==> config.mk <==
export PLATFORM = sky130hd
export DESIGN_NAME = line_pixel_gen
export DESIGN_NICKNAME = d
export VERILOG_FILES = /design/src/rtl/line_pkg.sv /design/src/rtl/line_datapath.sv /design/src/rtl/line_ctrl.sv /design/src/rtl/line_pixel_gen.sv
export SDC_FILE = /design/constraint.sdc
export NUM_CORES = 1
export LEC_CHECK = 0
export BUFFER_PORTS_ARGS = -buffer_cell sky130_fd_sc_hd__clkbuf_2
export CORE_ASPECT_RATIO = 1.75
export CORE_MARGIN = 2
export CORE_UTILIZATION = 63
export DETAILED_ROUTE_END_ITERATION = 6
export GPL_TIMING_DRIVEN = 0
export PLACE_DENSITY = 0.81
export SLEW_MARGIN = 20
export SYNTH_ARGS = -nofsm -noshare
export SYNTH_HDL_FRONTEND = slang
export SYNTH_SLANG_ARGS = --single-unit
==> constraint.sdc <==
create_clock -name clk -period 6.2 [get_ports clk]
set_clock_uncertainty 0.15 [all_clocks]
set_input_delay 1.55 -clock clk [delete_from_list [all_inputs] [get_ports clk]]
set_output_delay 1.55 -clock clk [all_outputs]
set_load 0.02 [all_outputs]
==> src/rtl/line_pkg.sv <==
package line_pkg;
  // strobes from control to datapath
  typedef struct packed {
    logic init;   // latch setup values, begin at start point
    logic step;   // advance one pixel along the line
  } lineCmd_t;
endpackage

==> src/rtl/line_datapath.sv <==
module line_datapath
  import line_pkg::*;
#(
  parameter int COORD_W = 10
) (
  input  logic               clk,
  input  logic               resetn,
  input  logic [COORD_W-1:0] dataIn,
  input  logic               loadX1,
  input  logic               loadY1,
  input  logic               loadX2,
  input  logic               loadY2,
  input  logic               busy,
  input  lineCmd_t           cmd,
  output logic               atEnd,
  output logic [COORD_W-1:0] curX,
  output logic [COORD_W-1:0] curY
);
  // two guard bits: one for sign, one for doubling the error
  localparam int ERR_W = COORD_W + 2;
  localparam int PAD_W = ERR_W - COORD_W;
  localparam logic [COORD_W-1:0] ONE = COORD_W'(1);

  logic [COORD_W-1:0] x1R, y1R, x2R, y2R;
  logic signed [ERR_W-1:0] dxR, dyR, errR;
  logic sxNeg, syNeg;

  // endpoint registers, writable only when idle
  always_ff @(posedge clk) begin
    if (!resetn) begin
      x1R <= '0; y1R <= '0; x2R <= '0; y2R <= '0;
    end else if (!busy) begin
      if (loadX1) x1R <= dataIn;
      if (loadY1) y1R <= dataIn;
      if (loadX2) x2R <= dataIn;
      if (loadY2) y2R <= dataIn;
    end
  end

  // setup values: spans per axis, produced by one generate loop
  logic signed [ERR_W-1:0] spanInit [2];
  logic                    negInit  [2];
  logic [COORD_W-1:0]      fromAxis [2];
  logic [COORD_W-1:0]      toAxis   [2];
  assign fromAxis[0] = x1R; assign toAxis[0] = x2R;
  assign fromAxis[1] = y1R; assign toAxis[1] = y2R;

  for (genvar a = 0; a < 2; a++) begin : g_axis
    logic signed [ERR_W-1:0] diff;
    assign diff        = $signed({{PAD_W{1'b0}}, toAxis[a]}) - $signed({{PAD_W{1'b0}}, fromAxis[a]});
    assign spanInit[a] = diff[ERR_W-1] ? -diff : diff;
    assign negInit[a]  = !(fromAxis[a] < toAxis[a]);
  end

  // step decision
  logic signed [ERR_W:0] e2, dxExt, dyExt;
  logic moveX, moveY;
  logic signed [ERR_W-1:0] errNext;
  always_comb begin
    e2      = $signed({errR, 1'b0});
    dxExt   = $signed({dxR[ERR_W-1], dxR});
    dyExt   = $signed({dyR[ERR_W-1], dyR});
    moveX   = e2 > -dyExt;
    moveY   = e2 < dxExt;
    errNext = errR - (moveX ? dyR : '0) + (moveY ? dxR : '0);
  end

  assign atEnd = (curX == x2R) && (curY == y2R);

  always_ff @(posedge clk) begin
    if (!resetn) begin
      curX <= '0; curY <= '0;
      dxR <= '0; dyR <= '0; errR <= '0;
      sxNeg <= 1'b0; syNeg <= 1'b0;
    end else if (cmd.init) begin
      curX  <= x1R;
      curY  <= y1R;
      dxR   <= spanInit[0];
      dyR   <= spanInit[1];
      errR  <= spanInit[0] - spanInit[1];
      sxNeg <= negInit[0];
      syNeg <= negInit[1];
    end else if (cmd.step) begin
      errR <= errNext;
      if (moveX) curX <= sxNeg ? curX - ONE : curX + ONE;
      if (moveY) curY <= syNeg ? curY - ONE : curY + ONE;
    end
  end

  // setup puts the walker on the start point
  p_start_point_r3: assert property (@(posedge clk) disable iff (!resetn)
    cmd.init |=> (curX == $past(x1R)) && (curY == $past(y1R)));

  // each step is a unit move on at least one axis
  p_unit_step_r4: assert property (@(posedge clk) disable iff (!resetn)
    cmd.step |=> ((curX == $past(curX)) || (curX == $past(curX) + ONE) || (curX == $past(curX) - ONE))
              && ((curY == $past(curY)) || (curY == $past(curY) + ONE) || (curY == $past(curY) - ONE))
              && !((curX == $past(curX)) && (curY == $past(curY))));

  // endpoints frozen while drawing
  p_hold_endpoints_r8: assert property (@(posedge clk) disable iff (!resetn)
    busy |=> $stable(x1R) && $stable(y1R) && $stable(x2R) && $stable(y2R));
endmodule

==> src/rtl/line_ctrl.sv <==
module line_ctrl
  import line_pkg::*;
(
  input  logic     clk,
  input  logic     resetn,
  input  logic     start,
  input  logic     atEnd,
  output lineCmd_t cmd,
  output logic     busy
);
  typedef enum logic {S_IDLE, S_DRAW} ctrlState_e;
  ctrlState_e state, stateNext;

  always_comb begin
    stateNext = state;
    cmd       = '0;
    unique case (state)
      S_IDLE: if (start) begin
        cmd.init  = 1'b1;
        stateNext = S_DRAW;
      end
      S_DRAW: if (atEnd) stateNext = S_IDLE;
              else       cmd.step  = 1'b1;
      default: stateNext = S_IDLE;
    endcase
  end

  always_ff @(posedge clk) begin
    if (!resetn) state <= S_IDLE;
    else         state <= stateNext;
  end

  assign busy = (state == S_DRAW);

  // reaching the end point releases busy next cycle
  p_end_release_r5: assert property (@(posedge clk) disable iff (!resetn)
    (busy && atEnd) |=> !busy);

  // no gap in output before the end point
  p_busy_holds_r4: assert property (@(posedge clk) disable iff (!resetn)
    (busy && !atEnd) |=> busy);

  // idle start always launches a line
  p_start_launch_r3: assert property (@(posedge clk) disable iff (!resetn)
    (!busy && start) |=> busy);
endmodule

==> src/rtl/line_pixel_gen.sv <==
module line_pixel_gen
  import line_pkg::*;
#(
  parameter int COORD_W = 10
) (
  input  logic               clk,
  input  logic               resetn,
  input  logic [COORD_W-1:0] dataIn,
  input  logic               loadX1,
  input  logic               loadY1,
  input  logic               loadX2,
  input  logic               loadY2,
  input  logic               start,
  output logic [COORD_W-1:0] pixelX,
  output logic [COORD_W-1:0] pixelY,
  output logic               pixelValid,
  output logic               busy
);
  lineCmd_t cmd;
  logic atEnd;
  logic busyInt;

  line_ctrl u_ctrl (
    .clk    (clk),
    .resetn (resetn),
    .start  (start),
    .atEnd  (atEnd),
    .cmd    (cmd),
    .busy   (busyInt)
  );

  line_datapath #(.COORD_W(COORD_W)) u_dp (
    .clk    (clk),
    .resetn (resetn),
    .dataIn (dataIn),
    .loadX1 (loadX1),
    .loadY1 (loadY1),
    .loadX2 (loadX2),
    .loadY2 (loadY2),
    .busy   (busyInt),
    .cmd    (cmd),
    .atEnd  (atEnd),
    .curX   (pixelX),
    .curY   (pixelY)
  );

  assign busy       = busyInt;
  assign pixelValid = busyInt;
endmodule

==> results_dict.tcl <==
set metrics [dict create \
    num_vias 7704 \
    gp_congestion 0.9347 \
    critPathTopFamily "compound AO/OA/AOI/OAI gates" \
    synth_edf_count 0 \
    fin_hold_ws_ns 0.3326 \
    cp_slowest_cell "nor4_2" \
    pwr_density_cell_mw_per_mm2 444.3 \
    relSlewSlack 0.2463 \
    register_area_mm2 0.001982 \
    period_needed_ns 5.660 \
    setup_slack_ns 0.5397 \
    worst_path_most_repeated_cell "ha_1" \
    hp-class "flop to flop" \
    grt_pass1_wl_mm 37.56 \
    maxSlewViolCount 0 \
    clk_latency_ns 0.35 \
    antenna_found_initial 0 \
    hpwl_mm 18.78 \
    ctsRootBufferMaster "clkbuf_16" \
    rows 54 \
    cp_max_fo 11 \
    start_kind "flop" \
    multi_input_area_mm2 0.005632 \
    critical_path_class "flop to flop" \
    grt_pass1_vias 7759 \
    start_util 0.6498 \
    fp.dieW_um 89.84 \
    vdd_ir_drop_max_mv 0.2547 \
    synth-main-ff-cell "dfxtp_1" \
    syn_to_final_growth_pct 9.088 \
    cts.clk_slew.worst_paths_ns 0.08 \
    drtIter0Drc 349 \
    yosysSeqAreaShare 0.2440 \
    cts_tree "yes" \
    syn-num-nets 1164 \
    cts_buffer_depth 2 \
    cap_violations 0 \
    leakage_nw 3.906 \
    async_reset_ff_frac 0 \
    syn-cell-area_mm2 0.008123 \
    vias_per_cell 6.071 \
    cts.htree.levels 3 \
    ys_ff_latch 99 \
    status "finished, final reports clean" \
    cp_slowest_stage_delay_ns 0.46 \
    grt_overflow 0 \
    path_buf_inv 3 \
    setup_viol 0 \
    path_cells "nor4_2 > nand2_1 > nor4_1 > xor2_1 > ha_1 > nand4_1 > nor3_1 > a221oi_1 > a222oi_1 > buf_4 > buf_4 > and2_1 > ha_1 > inv_1 > ha_1 > fa_1 > a21o_1 > a21oi_1 > nor2_1 > o21a_1 > o41a_1 > xor2_1 > a21oi_1 > a211oi_1" \
    wirelength_mm 23.31 \
    globalRouteTotalUtil 0.3418 \
    antenna_left 0 \
    fin_crit_sh 0.9129 \
    grt_start_max_net_pins 19 \
    fillers 1081 \
    dieArea_mm2 0.01385 \
    fmax_mhz 176.7 \
    place_ws_ns -0.06223 \
    cp_data_arrival_time_ns 5.71 \
    hold_violations 0 \
    fp.dieH_um 154.2 \
    core_mm2 0.01250 \
    post_route_cells_drive_above_1_share 0.08174 \
    cp-end-kind "flop" \
    grt_setup_unrepaired "no" \
    wl_per_cell_um 18.37 \
    synth_warnings 0 \
    final_util 0.7089 \
    antennaDiodeCount 0 \
    clock-sinks 99 \
    drc 0 \
    synth_cells 1045 \
    io_buffers 38 \
    first_pass_iters 4 \
    finalSetupTns_ns 0 \
    avgSynthCellArea_um2 7.773 \
    cp.required_ns 6.25 \
    ioPinCount 39 \
    nNetsFinal 1215 \
    worst_pin_slew_ns 1.118 \
    synth.distinct_cells 76 \
    cts_buffers 9 \
]
logic make-up after synthesis:
| logic type | count (synthesis) | share of synthesized area |
|---|---|---|
| and+or+nand+nor | 358 | 0.2067 |
| adders and majority gates | 102 | 0.1719 |
| AOI/OAI and AO/OA | 272 | 0.2241 |
| DFF | 99 | 0.2440 |
| xor gates and xnor gates | 81 | 0.08903 |
| buffers and inverters | 133 | 0.06423 |
layer usage:
| metal | GRT usage | part of all wire | up-vias |
|---|---|---|---|
| met4 | 0.3048 | 0.092 | 0 |
| met2 | 0.6255 | 0.52 | 219 |
| met5 | 0 | 0 | - |
| met1 | 0.3359 | 0.36 | 3626 |
| li1 | - | - | 3753 |
| met3 | 0.03848 | 0.035 | 106 |
flip-flops by register name (all words and copies together) (netlist names):
signal / flops
u_ctrl.busy: 1
u_dp.curX: 10
u_dp.curY: 10
u_dp.dxR: 12
u_dp.dyR: 12
u_dp.errR: 12
u_dp.sxNeg: 1
u_dp.syNeg: 1
u_dp.x1R: 10
u_dp.x2R: 10
u_dp.y1R: 10
u_dp.y2R: 10
metrics by stage:
stage	total power, mW	area [um2]	instances
6_report	3.937	8861	1269
3_3_place_gp	3.229	8523	1251
4_1_cts	3.907	8852	1270
5_1_grt	4.258	8861	1269
3_5_place_dp	3.296	8528	1252
2_1_floorplan	2.702	8123	1045
synthesized netlist by cell type, types with 3 or more instances:
| master | n | share of area |
|---|---|---|
| a211o_1 | 5 | 0.0054 |
| a211oi_1 | 15 | 0.014 |
| a21boi_0 | 3 | 0.0028 |
| a21o_1 | 15 | 0.014 |
| a21oi_1 | 107 | 0.066 |
| a221oi_1 | 17 | 0.018 |
| a22oi_1 | 6 | 0.0055 |
| a31o_2 | 3 | 0.0032 |
| and2_1 | 16 | 0.012 |
| and3_1 | 9 | 0.0069 |
| buf_1 | 3 | 0.0014 |
| clkbuf_1 | 29 | 0.013 |
| dfxtp_1 | 99 | 0.24 |
| fa_1 | 16 | 0.039 |
| ha_1 | 86 | 0.13 |
| inv_1 | 95 | 0.044 |
| nand2_1 | 143 | 0.066 |
| nand2b_1 | 14 | 0.011 |
| nand3_1 | 18 | 0.011 |
| nand4_1 | 6 | 0.0046 |
| nor2_1 | 79 | 0.037 |
| nor2b_1 | 17 | 0.013 |
| nor3_1 | 17 | 0.010 |
| nor4_1 | 12 | 0.0092 |
| o2111ai_1 | 3 | 0.0032 |
| o211ai_1 | 3 | 0.0028 |
| o21a_1 | 10 | 0.0092 |
| o21ai_0 | 41 | 0.025 |
| o21bai_1 | 3 | 0.0028 |
| o31a_1 | 3 | 0.0032 |
| o41a_1 | 3 | 0.0042 |
| o41ai_2 | 3 | 0.0060 |
| or2_2 | 5 | 0.0039 |
| or3_1 | 6 | 0.0046 |
| xnor2_1 | 44 | 0.047 |
| xor2_1 | 36 | 0.039 |
cells in the final DEF (no fill, tap or decap), drive strengths merged, types with 7 or more instances in the layout:
| cell | netlist | final |
|---|---|---|
| and2 | 16 | 16 |
| dfxtp | 99 | 99 |
| nand4 | 7 | 7 |
| a221oi | 17 | 17 |
| and3 | 9 | 9 |
| nand3 | 18 | 18 |
| nor2 | 81 | 81 |
| nand2 | 143 | 143 |
| xor2 | 36 | 36 |
| nor2b | 18 | 18 |
| xnor2 | 44 | 44 |
| a21oi | 109 | 109 |
| a211oi | 17 | 17 |
| ha | 86 | 86 |
| buf | 6 | 9 |
| fa | 16 | 16 |
| nand2b | 14 | 14 |
| o21ai | 43 | 43 |
| inv | 96 | 99 |
| o21a | 11 | 11 |
| a21o | 15 | 15 |
| clkbuf | 30 | 76 |
| nor3 | 17 | 17 |
| nor4 | 12 | 12 |
final cells by class:
type	count	area share
clock buffer	9	0.02542
inverter	97	0.04109
clock inverter	7	0.009461
multi-input combinational	813	0.6356
buffer	35	0.01737
sequential	99	0.2237
tap	168	0.02372
timing repair buffer	41	0.02372
report_power, final:
group          internal (mW)  switching (mW)  total, mW
Combinational           1.04            1.47       2.51
Sequential             0.723           0.113      0.836
Clock                  0.320           0.265      0.585
Total                   2.09            1.85       3.94
timing repair:
action | CTS | global route
pin swaps | 1 | 0
buffers inserted | 2 | 0
gates cloned | 0 | 0
gates resized for setup | 0 | 2
hold buffers | 0 | 0
endpoints found under the setup margin | 2 | 5
path summary, 6_finish.rpt:
path	from	endpoint	slack (ns)	depth (start not counted)
max	u_dp.dyR[2]	u_dp.errR[8]	0.54	24
min	u_dp.y1R[3]	u_dp.y1R[3]	0.33	2
max reg2reg	u_dp.dyR[2]	u_dp.errR[8]	0.54	24
min reg2reg	u_dp.y1R[3]	u_dp.y1R[3]	0.33	2
worst min-delay path, stage by stage, from the launching register on:
cell	delay [ns]
dfxtp_1	0.32
nand2_1	0.06
a21oi_1	0.05
Note: power is estimated with default switching activity, not from simulation.
